<file path="src/rtl/pll_search_pkg.sv">
package pll_search_pkg;

    localparam int HZ_W   = 32;
    localparam int D_W    = 7;
    localparam int M_W    = 11;
    localparam int PI_W   = 2;
    localparam int POST_W = 1 << PI_W;
    localparam int VCO_W  = HZ_W + M_W + 5;
    localparam int ERR_W  = HZ_W + 1;

    localparam int DEF_VCO_MIN_HZ = 100_000_000;
    localparam int DEF_VCO_MAX_HZ = 350_000_000;
    localparam int DEF_FIN_MIN_HZ = 500_000;
    localparam int DEF_TOL_HZ     = 500_000;

    typedef enum logic [0:0] {ST_IDLE, ST_SCAN} scan_state_e;

    typedef enum logic [2:0] {
        RK_NONE,
        RK_BYPASS,
        RK_EXTERNAL,
        RK_EXACT,
        RK_NEAR,
        RK_FAIL
    } result_kind_e;

    typedef struct packed {
        logic [D_W-1:0]   d;
        logic [PI_W-1:0]  pi;
        logic [M_W-1:0]   m;
        logic [HZ_W-1:0]  out_hz;
        logic [ERR_W-1:0] err;
    } cand_t;

    function automatic logic [VCO_W-1:0] abs_diff(input logic [VCO_W-1:0] a,
                                                  input logic [VCO_W-1:0] b);
        return (a > b) ? (a - b) : (b - a);
    endfunction

endpackage

</file>
<file path="src/rtl/pll_cand_iter.sv">
module pll_cand_iter
    import pll_search_pkg::*;
#(
    parameter int D_MAX = 64,
    parameter int M_MAX = 1024,
    parameter int P_CNT = 4
) (
    input  logic             clk,
    input  logic             rst,
    input  logic             load,
    input  logic             step,
    input  logic [HZ_W-1:0]  ref_now,
    input  logic [HZ_W-1:0]  ref_q,
    output logic [D_W-1:0]   d,
    output logic [PI_W-1:0]  pi,
    output logic [M_W-1:0]   m,
    output logic [HZ_W-1:0]  fin,
    output logic             last
);

    localparam logic [D_W-1:0]  D_TOP = D_W'(D_MAX);
    localparam logic [M_W-1:0]  M_TOP = M_W'(M_MAX);
    localparam logic [PI_W-1:0] P_TOP = PI_W'(P_CNT - 1);

    always_comb begin
        last = (d == D_TOP) && (pi == P_TOP) && (m == M_TOP);
    end

    always_ff @(posedge clk) begin
        if (rst) begin
            d   <= D_W'(1);
            pi  <= '0;
            m   <= M_W'(1);
            fin <= '0;
        end else if (load) begin
            d   <= D_W'(1);
            pi  <= '0;
            m   <= M_W'(1);
            fin <= ref_now;
        end else if (step && !last) begin
            if (m == M_TOP) begin
                m <= M_W'(1);
                if (pi == P_TOP) begin
                    pi  <= '0;
                    d   <= d + D_W'(1);
                    fin <= ref_q / (HZ_W'(d) + HZ_W'(1));
                end else begin
                    pi <= pi + PI_W'(1);
                end
            end else begin
                m <= m + M_W'(1);
            end
        end
    end

    AST_ITER_BOUNDS: assert property (@(posedge clk) disable iff (rst)
        (d >= D_W'(1)) && (d <= D_TOP) && (m >= M_W'(1)) && (m <= M_TOP) && (pi <= P_TOP));

    AST_FIN_TRACKS_D: assert property (@(posedge clk) disable iff (rst)
        step && !last && (m == M_TOP) && (pi == P_TOP) |=> (fin == ref_q / HZ_W'(d)));

endmodule

</file>
<file path="src/rtl/pll_cand_eval.sv">
module pll_cand_eval
    import pll_search_pkg::*;
#(
    parameter int VCO_MIN_HZ = DEF_VCO_MIN_HZ,
    parameter int VCO_MAX_HZ = DEF_VCO_MAX_HZ,
    parameter int FIN_MIN_HZ = DEF_FIN_MIN_HZ,
    parameter int TOL_HZ     = DEF_TOL_HZ
) (
    input  logic [HZ_W-1:0] fin,
    input  logic [D_W-1:0]  d,
    input  logic [PI_W-1:0] pi,
    input  logic [M_W-1:0]  m,
    input  logic [HZ_W-1:0] tgt,
    output cand_t           cand,
    output logic            valid,
    output logic            exact,
    output logic            within_tol
);

    logic [VCO_W-1:0] vco;
    logic [VCO_W-1:0] post;
    logic [VCO_W-1:0] diff;
    logic             fin_ok;
    logic             vco_ok;

    always_comb begin
        vco    = VCO_W'(fin) * VCO_W'(m);
        post   = vco >> pi;
        diff   = abs_diff(post, VCO_W'(tgt));
        fin_ok = fin >= HZ_W'(FIN_MIN_HZ);
        vco_ok = (vco >= VCO_W'(VCO_MIN_HZ)) && (vco <= VCO_W'(VCO_MAX_HZ));
        valid  = fin_ok && vco_ok;

        cand.d      = d;
        cand.pi     = pi;
        cand.m      = m;
        cand.out_hz = post[HZ_W-1:0];
        cand.err    = ERR_W'(diff);

        exact      = valid && (diff == '0);
        within_tol = valid && (diff <= VCO_W'(TOL_HZ));
    end

endmodule

</file>
<file path="src/rtl/pll_best_track.sv">
module pll_best_track
    import pll_search_pkg::*;
(
    input  logic  clk,
    input  logic  rst,
    input  logic  clear,
    input  logic  upd_en,
    input  logic  cand_ok,
    input  cand_t cand,
    output logic  have,
    output cand_t best,
    output logic  have_nxt,
    output cand_t best_nxt
);

    logic take;

    always_comb begin
        take     = upd_en && cand_ok && (!have || (cand.err < best.err));
        have_nxt = have || take;
        best_nxt = take ? cand : best;
    end

    always_ff @(posedge clk) begin
        if (rst || clear) begin
            have <= 1'b0;
            best <= '0;
        end else begin
            have <= have_nxt;
            best <= best_nxt;
        end
    end

    AST_BEST_MONOTONIC: assert property (@(posedge clk) disable iff (rst)
        $past(have) && !$past(clear) && have |-> (best.err <= $past(best.err)));

endmodule

</file>
<file path="src/rtl/pll_ratio_search.sv">
module pll_ratio_search
    import pll_search_pkg::*;
#(
    parameter int D_MAX      = 64,
    parameter int M_MAX      = 1024,
    parameter int P_CNT      = 4,
    parameter int VCO_MIN_HZ = DEF_VCO_MIN_HZ,
    parameter int VCO_MAX_HZ = DEF_VCO_MAX_HZ,
    parameter int FIN_MIN_HZ = DEF_FIN_MIN_HZ,
    parameter int TOL_HZ     = DEF_TOL_HZ
) (
    input  logic              clk,
    input  logic              rst,
    input  logic              start,
    input  logic [31:0]       cfg_mode,
    input  logic [HZ_W-1:0]   cfg_freq_hz,
    input  logic [HZ_W-1:0]   ref_hz,
    output logic              busy,
    output logic              done,
    output logic              res_exact,
    output logic              res_near,
    output logic              res_fail,
    output logic              res_bypass,
    output logic              res_external,
    output logic [D_W-1:0]    div_d,
    output logic [M_W-1:0]    mul_m,
    output logic [POST_W-1:0] post_p,
    output logic [HZ_W-1:0]   out_hz
);

    scan_state_e  state;
    result_kind_e kind;
    logic [HZ_W-1:0] ref_q;
    logic [HZ_W-1:0] tgt_q;

    logic [D_W-1:0]  it_d;
    logic [PI_W-1:0] it_pi;
    logic [M_W-1:0]  it_m;
    logic [HZ_W-1:0] it_fin;
    logic            it_last;

    cand_t cur;
    logic  cur_valid;
    logic  cur_exact;
    logic  cur_ok;

    logic  bt_have;
    cand_t bt_best;
    logic  bt_have_nxt;
    cand_t bt_best_nxt;

    logic         load;
    logic         scanning;
    logic         fin_go;
    result_kind_e fin_kind;
    cand_t        fin_c;

    always_comb begin
        scanning = (state == ST_SCAN);
        load     = (state == ST_IDLE) && start && (cfg_mode == '0) && (cfg_freq_hz != '0);
        fin_go   = 1'b0;
        fin_kind = RK_NONE;
        fin_c    = '0;
        if (state == ST_IDLE) begin
            if (start && (cfg_mode != '0)) begin
                fin_go   = 1'b1;
                fin_kind = RK_BYPASS;
            end else if (start && (cfg_freq_hz == '0)) begin
                fin_go   = 1'b1;
                fin_kind = RK_EXTERNAL;
            end
        end else begin
            if (cur_exact) begin
                fin_go   = 1'b1;
                fin_kind = RK_EXACT;
                fin_c    = cur;
            end else if (it_last) begin
                fin_go = 1'b1;
                if (bt_have_nxt) begin
                    fin_kind = RK_NEAR;
                    fin_c    = bt_best_nxt;
                end else begin
                    fin_kind = RK_FAIL;
                end
            end
        end
    end

    pll_cand_iter #(
        .D_MAX (D_MAX),
        .M_MAX (M_MAX),
        .P_CNT (P_CNT)
    ) u_iter (
        .clk     (clk),
        .rst     (rst),
        .load    (load),
        .step    (scanning),
        .ref_now (ref_hz),
        .ref_q   (ref_q),
        .d       (it_d),
        .pi      (it_pi),
        .m       (it_m),
        .fin     (it_fin),
        .last    (it_last)
    );

    pll_cand_eval #(
        .VCO_MIN_HZ (VCO_MIN_HZ),
        .VCO_MAX_HZ (VCO_MAX_HZ),
        .FIN_MIN_HZ (FIN_MIN_HZ),
        .TOL_HZ     (TOL_HZ)
    ) u_eval (
        .fin        (it_fin),
        .d          (it_d),
        .pi         (it_pi),
        .m          (it_m),
        .tgt        (tgt_q),
        .cand       (cur),
        .valid      (cur_valid),
        .exact      (cur_exact),
        .within_tol (cur_ok)
    );

    pll_best_track u_best (
        .clk      (clk),
        .rst      (rst),
        .clear    (load),
        .upd_en   (scanning),
        .cand_ok  (cur_ok),
        .cand     (cur),
        .have     (bt_have),
        .best     (bt_best),
        .have_nxt (bt_have_nxt),
        .best_nxt (bt_best_nxt)
    );

    always_ff @(posedge clk) begin
        if (rst) begin
            state  <= ST_IDLE;
            kind   <= RK_NONE;
            done   <= 1'b0;
            ref_q  <= '0;
            tgt_q  <= '0;
            div_d  <= '0;
            mul_m  <= '0;
            post_p <= '0;
            out_hz <= '0;
        end else begin
            done <= 1'b0;
            if (load) begin
                state <= ST_SCAN;
                ref_q <= ref_hz;
                tgt_q <= cfg_freq_hz;
            end
            if (fin_go) begin
                state  <= ST_IDLE;
                done   <= 1'b1;
                kind   <= fin_kind;
                div_d  <= fin_c.d;
                mul_m  <= fin_c.m;
                out_hz <= fin_c.out_hz;
                post_p <= ((fin_kind == RK_EXACT) || (fin_kind == RK_NEAR))
                          ? (POST_W'(1) << fin_c.pi) : '0;
            end
        end
    end

    always_comb begin
        busy         = scanning;
        res_exact    = (kind == RK_EXACT);
        res_near     = (kind == RK_NEAR);
        res_fail     = (kind == RK_FAIL);
        res_bypass   = (kind == RK_BYPASS);
        res_external = (kind == RK_EXTERNAL);
    end

    AST_DONE_PULSE: assert property (@(posedge clk) disable iff (rst)
        done |=> !done);

    AST_HOLD_RESULT: assert property (@(posedge clk) disable iff (rst)
        !done |-> $stable(div_d) && $stable(mul_m) && $stable(post_p) && $stable(out_hz));

    AST_FLAGS_EXCLUSIVE: assert property (@(posedge clk) disable iff (rst)
        $onehot0({res_exact, res_near, res_fail, res_bypass, res_external}));

    AST_FAIL_ZERO: assert property (@(posedge clk) disable iff (rst)
        done && res_fail |-> (div_d == '0) && (mul_m == '0) && (post_p == '0) && (out_hz == '0));

    AST_EXACT_HIT: assert property (@(posedge clk) disable iff (rst)
        done && res_exact |-> (out_hz == tgt_q));

    AST_NEAR_TOL: assert property (@(posedge clk) disable iff (rst)
        done && res_near |-> (abs_diff(VCO_W'(out_hz), VCO_W'(tgt_q)) <= VCO_W'(TOL_HZ)));

    AST_VCO_LIMITS: assert property (@(posedge clk) disable iff (rst)
        done && (res_near || res_exact) |->
        ((VCO_W'(ref_q / HZ_W'(div_d)) * VCO_W'(mul_m)) >= VCO_W'(VCO_MIN_HZ)) &&
        ((VCO_W'(ref_q / HZ_W'(div_d)) * VCO_W'(mul_m)) <= VCO_W'(VCO_MAX_HZ)));

    AST_SKIP_ONE_EDGE: assert property (@(posedge clk) disable iff (rst)
        !busy && start && (cfg_mode != '0) |=> done && res_bypass);

    AST_BUSY_IGNORES_START: assert property (@(posedge clk) disable iff (rst)
        busy && start |=> busy || done);

endmodule

</file>
<file path="config.mk">
export PLATFORM = sky130hd
export DESIGN_NAME = pll_ratio_search
export DESIGN_NICKNAME = d
export VERILOG_FILES = /design/src/rtl/pll_search_pkg.sv /design/src/rtl/pll_cand_iter.sv /design/src/rtl/pll_cand_eval.sv /design/src/rtl/pll_best_track.sv /design/src/rtl/pll_ratio_search.sv
export SDC_FILE = /design/constraint.sdc
export NUM_CORES = 2
export LEC_CHECK = 0
export BUFFER_PORTS_ARGS = -buffer_cell sky130_fd_sc_hd__clkbuf_2
export CAP_MARGIN = 20
export CORE_MARGIN = 8
export CORE_UTILIZATION = 38
export CTS_BUF_LIST = sky130_fd_sc_hd__clkbuf_8
export CTS_CLUSTER_DIAMETER = 80
export CTS_CLUSTER_SIZE = 12
export DETAILED_ROUTE_END_ITERATION = 10
export PLACE_DENSITY = 0.61
export SLEW_MARGIN = 20
export SYNTH_ARGS = -nofsm -noshare
export SYNTH_HDL_FRONTEND = slang
export SYNTH_SLANG_ARGS = --single-unit
</file>
<file path="constraint.sdc">
create_clock -name clk -period 221.1 [get_ports clk]
set_clock_uncertainty 0.2 [all_clocks]
set_input_delay 44.22 -clock clk [delete_from_list [all_inputs] [get_ports clk]]
set_output_delay 44.22 -clock clk [all_outputs]
set_load 0.01 [all_outputs]
</file>
### Yosys cells after proc, flatten, opt, wreduce, memory -nomap -nowiden

Cells that the tools add are included.

* add/sub/neg operators: 6
* multiply operators: 1
* divide/modulo/power cells: 1
* $lt $le $gt $ge: 6
* eq/ne operators: 10
* shifts and indexed selects: 2
* multiplexer cells: 25
* bitwise operators: 1
* reduce and logical (&&, ||, !) cells: 33

Operators by type and width (count)
* two-way mux 85 bit: 5
* two-way mux 32 bit: 4
* logical NOT 32 bit: 2
* nonzero test 32 bit: 2
* greater-than comparator 48 x 32 -> 1 bit: 1
* less-or-equal comparator 48 x 19 -> 1 bit (second input constant): 1
* logical NOT 48 bit: 1
* two-way mux 48 bit: 1
* right shift 43 x 2 -> 48 bit: 1
* subtractor 32 x 48 -> 48 bit: 1
* subtractor 48 x 32 -> 48 bit: 1
* greater-or-equal comparator 43 x 27 -> 1 bit (second input constant): 1
* less-or-equal comparator 43 x 29 -> 1 bit (second input constant): 1
* multiplier 32 x 11 -> 43 bit: 1
* < comparator 33 bit: 1
* divider 32 x 32 -> 32 bit: 1
* greater-or-equal comparator 32 x 19 -> 1 bit (second input constant): 1
* logical AND 1 bit: 14
* adder 11 x 1 -> 11 bit (second input constant): 1
* equality test 11 bit (second input constant): 1
* two-way mux 11 bit: 1
* equality test 3 x 2 -> 1 bit (second input constant): 3
* equality test 3 bit (second input constant): 3
* two-way mux 3 bit: 3
* other kinds (17): 33

* register bits: 261
* output and inout bits: 61

### Longest topological paths before layout

* word-level depth: 16
* mapped depth: 453
* gate-level depth less buffers: 425

### Cells and area by module

From an unflattened synthesis, not the netlist that was laid out.

* cells, all modules: 6406
* area, all modules: 48954.5 um^2

By module, submodules not included
* pll_cand_iter: instances 1, cells an instance 3097, area an instance 21470.6 um^2, sequential area each 1041.0 um^2
* pll_cand_eval: instances 1, cells an instance 2165, area an instance 16527.1 um^2, sequential area each 0.0 um^2
* pll_ratio_search: instances 1, cells an instance 560, area an instance 5766.8 um^2, sequential area each 2462.4 um^2
* pll_best_track: instances 1, cells an instance 584, area an instance 5190.0 um^2, sequential area each 1721.7 um^2

### Worst setup path before layout

No wires, ideal clock.

* path kind: register to register
* start point: reg u_iter.d[0]
* end point: reg u_iter.fin[0]
* library setup time: 0.124 ns
* data arrival time: 84.100 ns
* setup slack: 136.676 ns
* stages on the path, launching flop included: 425
* buffers on the path: 34
* path through: dfxtp_1 > clkbuf_2 > nand3_1 > xor2_1 > and4_1 > a21oi_1 > ha_1 > o21a_1 > o32a_1 > o31ai_1 > and2_1 > ha_1 > and2_1 > or3_1 > and4_1 > o31ai_2 > ha_1 > a21oi_1 > [389 not listed] > buf_6 > nor2_1 > a21oi_1 > ha_1 > a21o_1 > a21oi_1 > nor2b_1 > o21ai_0 > nand2b_1 > a21oi_1 > nor2b_1 > o21ai_0 > o2111ai_1 > a2111oi_0 > nand4_1 > nor4b_1 > and4_1 > a31oi_1

* cells in the longest elaborated chain, start to end: 7
* elaborated cells on any way between the ends: 13
* classes of those cells: add/sub (1); div (1); eq/ne (1); mux (4); reduce/logical (6)

Ends and longest elaborated chain
* start, declared: line pll_cand_iter.sv:14 `output logic [D_W-1:0] d,`
* start signal, assigned: line pll_cand_iter.sv:45 `d <= d + D_W'(1);`
* branches (longest 7 deep; another with divider 32 x 32 -> 32 bit)
* end signal, assigned: line pll_cand_iter.sv:39 `fin <= ref_now;`
* end signal, assigned: line pll_cand_iter.sv:46 `fin <= ref_q / (HZ_W'(d) + HZ_W'(1));`
* end, declared: line pll_cand_iter.sv:17 `output logic [HZ_W-1:0] fin,`

Several ways; the timed one is not identified. The select of a mux whose other input is x is not followed.
A chain may end at the register's enable or synchronous reset.

### Worst setup path after layout

Ends and elaborated chain as after synthesis.

==> impl_metrics.toml <==
[worst_setup_path]
worstSetupEndpoint = "u_iter.fin[0]$_SDFFE_PP0P_"
arrival_ns = 94.52
crit_path_start = "u_iter.d[0]$_SDFFE_PP1P_"
crit_fanout = 22
r2r-start = "u_iter.d[0]$_SDFFE_PP1P_"
crit_path_frequent_cell = "o21a_1"
cp-start-kind = "register"
cp_slowest_cell = "nor3_2"
reg2reg_slack_ns = 126.88
r2r_cells = 391
cpPeakStageDelay_ns = 0.83
timing.rr.end = "u_iter.fin[0]$_SDFFE_PP0P_"
cp-end-kind = "register"
critPathKind = "reg2reg"
worst_ep_required_time_ns = 221.40

[detailed_routing]
wl_met3_mm = 7.12
route.detailed.drc = 0
post_drt_wl_per_cell_um = 18.5
drtAntennaViolNets = 0
met1_length_mm = 63.7
viasPerCell = 5.76
routed.top_layer = "met4"
first_iter_violations = 2998
vias = 42000
finalWirelength_mm = 135
firstDrtPassIters = 5
wl_met2_mm = 61.1

[placement]
portBuffers = 159
place_congestion = 0.918
dp_hpwl_mm = 107

[synth]
synth_cell_type_count = 127
yosysSeqAreaShare_pct = 11.9
synth_top_area_share_pct = 12.4
synth_top_area_cell = "fa_1"
synth_edf_count = 0
synthTopCellsByArea = "fa_1, dfxtp_1, ha_1, nand2_1, a21oi_1"
syn-cell-area_um2 = 43800
ys.flop_type = "dfxtp_1"
syn_area_per_cell_um2 = 7.55
ys_seq_elements = 261
synth_warnings = 0
synth_cells = 5805
ys_async_sr_fraction_pct = 0
synth.net_count = 6586

[floorplan]
rows = 124
chipHeight_um = 356
die_area_um2 = 126000
core_um2 = 114000
ios = 160
die_w_um = 356
start_util_pct = 38.3

[clocking]
clock-sinks = 261
htree_levels = 2
cts_tree = "built"
clock_latency_ns = 0.62
ctsResizeCount = 0
cts_setup_buffers = 0
cts.clk_slew.worst_paths_ns = 0.08
clock_path_buffers = 3
root_buffer = "clkbuf_8"
ctsHoldBuffers = 0
cts_made_buffers = 35

[status]
status = "completed"

[hold_path]
hold_path_class = "reg2reg"

[grt]
grt_pass1_vias = 40300
grt_pass1_wl_mm = 217
grt_usage_pct = 20.5
antenna_found_initial = 3
grt_overflow = 0
grt_max_degree = 66

[sta]
slew_viol_final = 0
period_share_pct = 42.6
finalHoldViolations = 0
max_freq_mhz = 10.6
rsz0062_at_grt = "false"
slew_headroom_pct = 26.6
worst_slew_pin_slew_ns = 1.09
finalCriticalPeriod_ns = 94.22
fin_setup_tns_ns = 0
setup_viol = 0

[layout]
final_cell_mix = "nand2_1, nor2_1, inv_1"
drive_above_1_share_pct = 8.38
final_common_cell = "nand2_1"
area_delta_synth_final_pct = 6.22
nNetsFinal = 6553

[job]
maxCapViolCount = 0
layer usage:
metal / global-route usage [%] / vias to the layer above
met5: 0 / -
met4: 5.00 / 0
met3: 1.93 / 171
met2: 34.1 / 1148
met1: 28.5 / 20200
li1: - / 20500
kinds of logic (layout without fill, tap and decap cells):
group	Yosys count	after routing	synth area share, %
multiplexers	188	188	4.60
buffers and inverters	727	710	6.38
XOR/XNOR	234	234	4.68
AND/OR/NAND/NOR	2180	2180	24.4
flip-flops	261	261	11.9
adder cells (fa/ha/maj)	684	684	24.2
AO/OA/AOI/OAI	1531	1531	23.9
other	0	1	0
worst max-delay path, delay by kind of cell, from the launching register on:
family / cells / cell delay [ns]
flip-flops: 1 / 0.48
AO/OA/AOI/OAI: 218 / 47.58
multiplexers: 7 / 2.51
buffers and inverters: 18 / 1.83
adder cells (fa/ha/maj): 32 / 9.64
AND/OR/NAND/NOR: 116 / 31.75
final cells by class:
| class | instances | area (um^2) |
|---|---|---|
| Fill cell | 11900 | 67800 |
| Sequential cell | 261 | 5230 |
| Antenna cell | 1 | 2.50 |
| Clock inverter | 13 | 115 |
| Clock buffer | 40 | 551 |
| Timing Repair Buffer | 210 | 1180 |
| Tap cell | 1512 | 1890 |
| Inverter | 447 | 1680 |
| Multi-Input combinational cell | 4817 | 35900 |
how the worst min path moves through the flow:
stage	start	to	slack [ns]	depth (start not counted)
CTS	register	register	0.26	2
global route	register	register	0.28	2
detailed placement	out_hz[15]$_SDFFE_PP0P_	out_hz[15]$_SDFFE_PP0P_	0.24	2
floorplan	register	register	0.23	2
finish	register	register	0.26	2
global placement	div_d[6]$_SDFFE_PP0P_	div_d[6]$_SDFFE_PP0P_	0.24	2
synth_stat cells, types with 50 or more instances:
| master | count |
|---|---|
| a211oi_1 | 56 |
| a21o_1 | 112 |
| a21oi_1 | 373 |
| a22oi_1 | 57 |
| a31oi_1 | 55 |
| and2_1 | 154 |
| clkbuf_1 | 220 |
| dfxtp_1 | 261 |
| fa_1 | 271 |
| ha_1 | 411 |
| inv_1 | 444 |
| mux2_2 | 63 |
| mux2i_1 | 116 |
| nand2_1 | 728 |
| nand2b_1 | 50 |
| nand3_1 | 94 |
| nand4_1 | 68 |
| nor2_1 | 476 |
| nor3_1 | 230 |
| nor4_1 | 51 |
| o21a_1 | 159 |
| o21ai_0 | 241 |
| o21bai_1 | 59 |
| o31ai_1 | 83 |
| or3_1 | 50 |
| xnor2_1 | 166 |
| xor2_1 | 68 |
through the flow:
step | cells | instance area (um^2) | setup WS [ns] | utilization [%] | hold WS (ns)
final | 7301 | 46500 | 126.88 | 40.7 | 0.256
after floorplan | 5805 | 43800 | 136.68 | - | 0.230
after CTS | 7299 | 46500 | 127.37 | 40.7 | 0.257
after global routing | 7301 | 46500 | 117.78 | 40.7 | 0.275
after detailed placement | 7246 | 45900 | 127.70 | 40.1 | 0.242
after global placement | 7246 | 45900 | 130.69 | 40.1 | 0.237
Power is left out: the tool's default activity adds up to more than one toggle a clock period on the data nets, which glitch-free logic cannot reach.
